==> src/rtl/pirq_pkg.sv <==
`timescale 1ns/1ps
package pirq_pkg;
  localparam int REG_W     = 16;
  localparam int ADDR_W    = 8;
  localparam int MAX_LINES = 64;

  typedef enum logic [1:0] {
    BANK_MASK = 2'd0,
    BANK_POL  = 2'd1,
    BANK_EOI  = 2'd2,
    BANK_EDGE = 2'd3
  } bank_e;

  typedef struct packed {
    logic       hit;
    bank_e      bank;
    logic [1:0] word;
  } dec_t;

  // Byte address: [7:6] must be zero, [5:4] bank, [3:2] word, [1:0] must be zero.
  function automatic dec_t decode_addr(input logic [ADDR_W-1:0] a, input int n_words);
    dec_t d;
    d.bank = bank_e'(a[5:4]);
    d.word = a[3:2];
    d.hit  = (a[7:6] == 2'b00) && (a[1:0] == 2'b00) && (int'(a[3:2]) < n_words);
    return d;
  endfunction
endpackage

==> src/rtl/pirq_sync.sv <==
`timescale 1ns/1ps
module pirq_sync #(
  parameter int WIDTH = 64
) (
  input  logic             clk,
  input  logic             rst,
  input  logic [WIDTH-1:0] d_in,
  output logic [WIDTH-1:0] d_out
);
  logic [WIDTH-1:0] stage1;
  logic [WIDTH-1:0] stage2;

  always_ff @(posedge clk) begin
    if (rst) begin
      stage1 <= '0;
      stage2 <= '0;
    end else begin
      stage1 <= d_in;
      stage2 <= stage1;
    end
  end

  assign d_out = stage2;
endmodule

==> src/rtl/pirq_regs.sv <==
`timescale 1ns/1ps
module pirq_regs
  import pirq_pkg::*;
#(
  parameter int NUM_LINES = 64,
  parameter bit HAS_EOI   = 1'b1
) (
  input  logic                 clk,
  input  logic                 rst,
  input  logic                 bus_wr,
  input  logic                 bus_rd,
  input  logic [ADDR_W-1:0]    bus_addr,
  input  logic [REG_W-1:0]     bus_wdata,
  output logic [REG_W-1:0]     bus_rdata,
  output logic [NUM_LINES-1:0] mask_o,
  output logic [NUM_LINES-1:0] pol_o,
  output logic [NUM_LINES-1:0] edge_o,
  output logic [NUM_LINES-1:0] eoi_o
);
  localparam int NUM_WORDS = (NUM_LINES + REG_W - 1) / REG_W;

  dec_t dec;
  assign dec = decode_addr(bus_addr, NUM_WORDS);

  logic [NUM_LINES-1:0] mask_q;
  logic [NUM_LINES-1:0] pol_q;
  logic [NUM_LINES-1:0] edge_q;
  logic [REG_W-1:0]     rd_word;

  for (genvar i = 0; i < NUM_LINES; i++) begin : g_bit
    localparam int WIDX = i / REG_W;
    localparam int BIDX = i % REG_W;
    logic sel;
    assign sel = bus_wr && dec.hit && (int'(dec.word) == WIDX);

    always_ff @(posedge clk) begin
      if (rst) begin
        mask_q[i] <= 1'b1;
        pol_q[i]  <= 1'b0;
        edge_q[i] <= 1'b0;
      end else if (sel) begin
        case (dec.bank)
          BANK_MASK: mask_q[i] <= bus_wdata[BIDX];
          BANK_POL:  pol_q[i]  <= bus_wdata[BIDX];
          BANK_EDGE: edge_q[i] <= bus_wdata[BIDX];
          default:   ;
        endcase
      end
    end

    if (HAS_EOI) begin : g_eoi
      assign eoi_o[i] = sel && (dec.bank == BANK_EOI) && bus_wdata[BIDX];
    end else begin : g_no_eoi
      assign eoi_o[i] = 1'b0;
    end
  end

  always_comb begin
    rd_word = '0;
    if (dec.hit) begin
      for (int i = 0; i < NUM_LINES; i++) begin
        if ((i / REG_W) == int'(dec.word)) begin
          case (dec.bank)
            BANK_MASK: rd_word[i % REG_W] = mask_q[i];
            BANK_POL:  rd_word[i % REG_W] = pol_q[i];
            BANK_EDGE: rd_word[i % REG_W] = edge_q[i];
            default:   rd_word[i % REG_W] = 1'b0;
          endcase
        end
      end
    end
  end

  always_ff @(posedge clk) begin
    if (rst)         bus_rdata <= '0;
    else if (bus_rd) bus_rdata <= rd_word;
  end

  assign mask_o = mask_q;
  assign pol_o  = pol_q;
  assign edge_o = edge_q;
endmodule

==> src/rtl/pirq_detect.sv <==
`timescale 1ns/1ps
module pirq_detect #(
  parameter int NUM_LINES = 64
) (
  input  logic                 clk,
  input  logic                 rst,
  input  logic [NUM_LINES-1:0] sync_in,
  input  logic [NUM_LINES-1:0] pol,
  input  logic [NUM_LINES-1:0] edge_sel,
  input  logic [NUM_LINES-1:0] mask,
  input  logic [NUM_LINES-1:0] eoi,
  output logic [NUM_LINES-1:0] irq_out,
  output logic [NUM_LINES-1:0] latch_o,
  output logic [NUM_LINES-1:0] rise_o
);
  logic [NUM_LINES-1:0] corr;
  logic [NUM_LINES-1:0] corr_d;
  logic [NUM_LINES-1:0] rise;
  logic [NUM_LINES-1:0] latch_q;
  logic [NUM_LINES-1:0] pend;

  assign corr = sync_in ^ pol;
  assign rise = corr & ~corr_d & edge_sel;

  always_ff @(posedge clk) begin
    if (rst) begin
      corr_d  <= '0;
      latch_q <= '0;
      irq_out <= '0;
    end else begin
      corr_d  <= corr;
      // A new edge wins over a completion in the same cycle.
      latch_q <= (latch_q & ~eoi) | rise;
      irq_out <= pend & ~mask;
    end
  end

  for (genvar i = 0; i < NUM_LINES; i++) begin : g_sel
    assign pend[i] = edge_sel[i] ? latch_q[i] : corr[i];
  end

  assign latch_o = latch_q;
  assign rise_o  = rise;
endmodule

==> src/rtl/pirq_frontend.sv <==
`timescale 1ns/1ps
module pirq_frontend
  import pirq_pkg::*;
#(
  parameter int NUM_LINES = 64,
  parameter bit HAS_EOI   = 1'b1
) (
  input  logic                 clk,
  input  logic                 rst,
  input  logic [NUM_LINES-1:0] irq_raw,
  input  logic                 bus_wr,
  input  logic                 bus_rd,
  input  logic [ADDR_W-1:0]    bus_addr,
  input  logic [REG_W-1:0]     bus_wdata,
  output logic [REG_W-1:0]     bus_rdata,
  output logic [NUM_LINES-1:0] irq_out
);
  logic [NUM_LINES-1:0] sync_v;
  logic [NUM_LINES-1:0] mask_v;
  logic [NUM_LINES-1:0] pol_v;
  logic [NUM_LINES-1:0] edge_v;
  logic [NUM_LINES-1:0] eoi_v;
  logic [NUM_LINES-1:0] latch_v;
  logic [NUM_LINES-1:0] rise_v;

  pirq_sync #(.WIDTH(NUM_LINES)) u_sync (
    .clk   (clk),
    .rst   (rst),
    .d_in  (irq_raw),
    .d_out (sync_v)
  );

  pirq_regs #(.NUM_LINES(NUM_LINES), .HAS_EOI(HAS_EOI)) u_regs (
    .clk       (clk),
    .rst       (rst),
    .bus_wr    (bus_wr),
    .bus_rd    (bus_rd),
    .bus_addr  (bus_addr),
    .bus_wdata (bus_wdata),
    .bus_rdata (bus_rdata),
    .mask_o    (mask_v),
    .pol_o     (pol_v),
    .edge_o    (edge_v),
    .eoi_o     (eoi_v)
  );

  pirq_detect #(.NUM_LINES(NUM_LINES)) u_detect (
    .clk      (clk),
    .rst      (rst),
    .sync_in  (sync_v),
    .pol      (pol_v),
    .edge_sel (edge_v),
    .mask     (mask_v),
    .eoi      (eoi_v),
    .irq_out  (irq_out),
    .latch_o  (latch_v),
    .rise_o   (rise_v)
  );
endmodule

==> config.mk <==
export PLATFORM = sky130hd
export DESIGN_NAME = pirq_frontend
export DESIGN_NICKNAME = d
export VERILOG_FILES = /design/src/rtl/pirq_pkg.sv /design/src/rtl/pirq_sync.sv /design/src/rtl/pirq_regs.sv /design/src/rtl/pirq_detect.sv /design/src/rtl/pirq_frontend.sv
export SDC_FILE = /design/constraint.sdc
export NUM_CORES = 1
export LEC_CHECK = 0
export BUFFER_PORTS_ARGS = -buffer_cell sky130_fd_sc_hd__buf_2
export CORE_MARGIN = 1.5
export CORE_UTILIZATION = 30
export CTS_CLUSTER_SIZE = 8
export DETAILED_ROUTE_END_ITERATION = 7
export GPL_TIMING_DRIVEN = 0
export SYNTH_ARGS = -nofsm -noshare
export SYNTH_HDL_FRONTEND = slang
export SYNTH_HIERARCHICAL = 1
export SYNTH_SLANG_ARGS = --single-unit
==> constraint.sdc <==
create_clock -name clk -period 1.84 [get_ports clk]
set_clock_uncertainty 0.2 [all_clocks]
set_input_delay 0.092 -clock clk [delete_from_list [all_inputs] [get_ports clk]]
set_output_delay 0.092 -clock clk [all_outputs]
set_load 0.05 [all_outputs]
==> results.cfg <==
[outcome]
status = finished, violations left
violations = hold timing, setup timing

[clocking]
root_buffer = clkbuf_16
cts_tree = yes
clkSlewWorstSetupHoldPaths_ns = 0.05
htreeDepth = 3
numClockSinks = 528
ctsHoldBuffers = 142
cts_buffers = 76
cts.path.max_buffers = 3
clock_latency_ns = 0.61

[hold_path]
worstHoldStart = bus_addr[3]
min_path_type = in2reg
holdPathStages = 4
min_to = u_regs/mask_o[27]

[sta]
fmax_mhz = 526.4
fin_crit_ns = 1.900
finalHoldViolations = 9
rsz0062_at_grt = yes
final.period_utilization_pct = 103.2
max_slew.worst_pin.slew_ns = 1.362
setup_slack_ns = -0.05956
finalHoldWorstSlack_ns = -0.1106
finalSetupViolCount = 8
report.final.slew_viol_count = 0
relSlewSlack_pct = 8.843

[worst_setup_path]
cp_data_arrival_time_ns = 2.26
worst_setup_path_start_kind = input port
worstPathRequired_ns = 2.20
crit_slowest_cell = clkbuf_1
worstRegToRegCells = 4
crit_path_cell_trace = clkbuf_1 -> nor2_1 -> mux2i_1 -> dlygate4sd3_1
crit_type = in2reg
cp-end-kind = flop
r2r-end = u_regs/bus_rdata[10]
reg2reg_from = u_regs/pol_o[10]
slowest_delay_ns = 0.85
r2r_slack_ns = 0.02
crit_fanout = 10

[global_routing]
grt_max_degree = 11
grt_pass1_wl_mm = 116.5
grt_antenna_before_repair = 8
grt_use_total_pct = 23.11
grt_pass1_vias = 16880
grt-ovfl-total = 0

[layout]
multi_input_area_um2 = 9153
ff_latch_area_um2 = 10570
area_growth_pct = 26.68
drive_gt1_share_pct = 16.00
finish.net_count = 2466
fill_cells = 6663

[route]
routed_wl_mm = 81.83
vias = 16810
avgRoutedWirePerCell_um = 25.13
viasPerCell = 5.160
detail-route-antenna-nets = 0
dr.first_iter.drc_count = 1395
drcViolationCount = 0
firstDrtPassIters = 5

[synth]
synth.yosys.warnings = 6
synth_cells = 1998
syn-cell-area_um2 = 20530
syn_avg_cell_area_um2 = 10.28
syn-num-nets = 2090

[floorplanning]
die_h_um = 264.6
initial_core_util_pct = 30.47
die-area_um2 = 70020
core_um2 = 67400
die_w_um = 264.6
io_pins = 172
placementRows = 95

[place]
dp_hpwl_mm = 58.37
port_buffers = 153
globalplace.congestion = 1.004

[pwr]
finalPower_mw = 25.84
power.leakage_nw = 11.25
ir_worst_vdd_mv = 0.6153
power-per-cell-area_nw_per_um2 = 993.5

[job]
maxCapViolCount = 0
-- worst max path at each step --
| stage | start | endpoint | slack (ns) | depth (start not counted) |
|---|---|---|---|---|
| after CTS | rst | u_detect/irq_out[20] | 0.001 | 4 |
| after floorplan | bus_addr[7] | u_detect/latch_o[18] | 0.001 | 7 |
| final | bus_wdata[10] | u_regs/mask_o[26] | -0.06 | 4 |
| after global routing | bus_wdata[13] | u_regs/mask_o[29] | -0.09 | 4 |
| after detailed placement | bus_addr[7] | u_detect/latch_o[49] | -1.64 | 8 |
| after global placement | bus_addr[7] | u_detect/latch_o[63] | -1.63 | 8 |
-- worst max-delay path: cells and delay by family --
family	cells	cell delay [ns]
buffers and inverters	2	1.42
and+or+nand+nor	1	0.48
muxes	1	0.26
-- report_power, final --
part	internal, mW	leakage [nW]	switching (mW)
logic	0.620	5.97	1.16
registers	11.6	4.29	0.0671
clock network	7.54	0.993	4.81
total	19.8	11.2	6.05
-- area by class of cell --
type,count,area share [%]
clock inverter,2,0.05292
antenna,3,0.02886
timing repair buffer,298,8.524
buffer,138,2.718
inverter,66,0.9525
clock buffer,83,7.697
tap,873,4.200
sequential,528,40.64
multi-input combinational,1266,35.19
-- metal layers --
metal  GRT usage, %  vias to the layer above  routed length (um)
li1               -                     7621                   -
met4          11.82                        2                4136
met2          36.71                      712               36870
met5              0                        -                  14
met1          30.00                     8295               34710
met3          4.180                      176                6096
-- state kept, by name (all words and copies together), names as in the netlist, 64 cells and up --
register,cells
u_sync/d_out,64
u_regs/pol_o,64
u_detect/latch_o,64
u_sync/stage1,64
u_detect/corr_d,64
u_regs/mask_o,64
u_detect/irq_out,64
u_regs/edge_o,64
-- stage by stage --
step                std cells  cell area [um^2]  setup TNS [ns]  util (%)  worst slack (ns)
finish                   3257             26010         -0.3396     38.59          -0.05956
global route             3255             26000         -0.1021     38.59          -0.09274
global placement         3024             22390         -185.53     33.22            -1.633
CTS                      3254             25920               0     38.46          0.001159
detailed placement       3024             22390         -196.89     33.22            -1.638
floorplan                1998             20530               0         -          0.001190
-- what timing repair did --
item	4_1_cts	5_1_grt
setup buffers	3	0
resized for setup	36	27
hold endpoints to repair	186	9
pin swaps	2	0
endpoints found under the setup margin	98	49
-- cells in the final DEF (no fill, tap or decap), types with 64 or more instances in the layout --
cell,count
dfxtp_1,528
mux2i_1,240
o41ai_1,70
inv_1,66
and2_1,67
dlygate4sd3_1,142
xnor2_1,64
nor2b_1,194
nor2_1,225
buf_2,189
clkbuf_16,79
nand2b_1,81
Note: power is estimated with default switching activity, not from simulation.
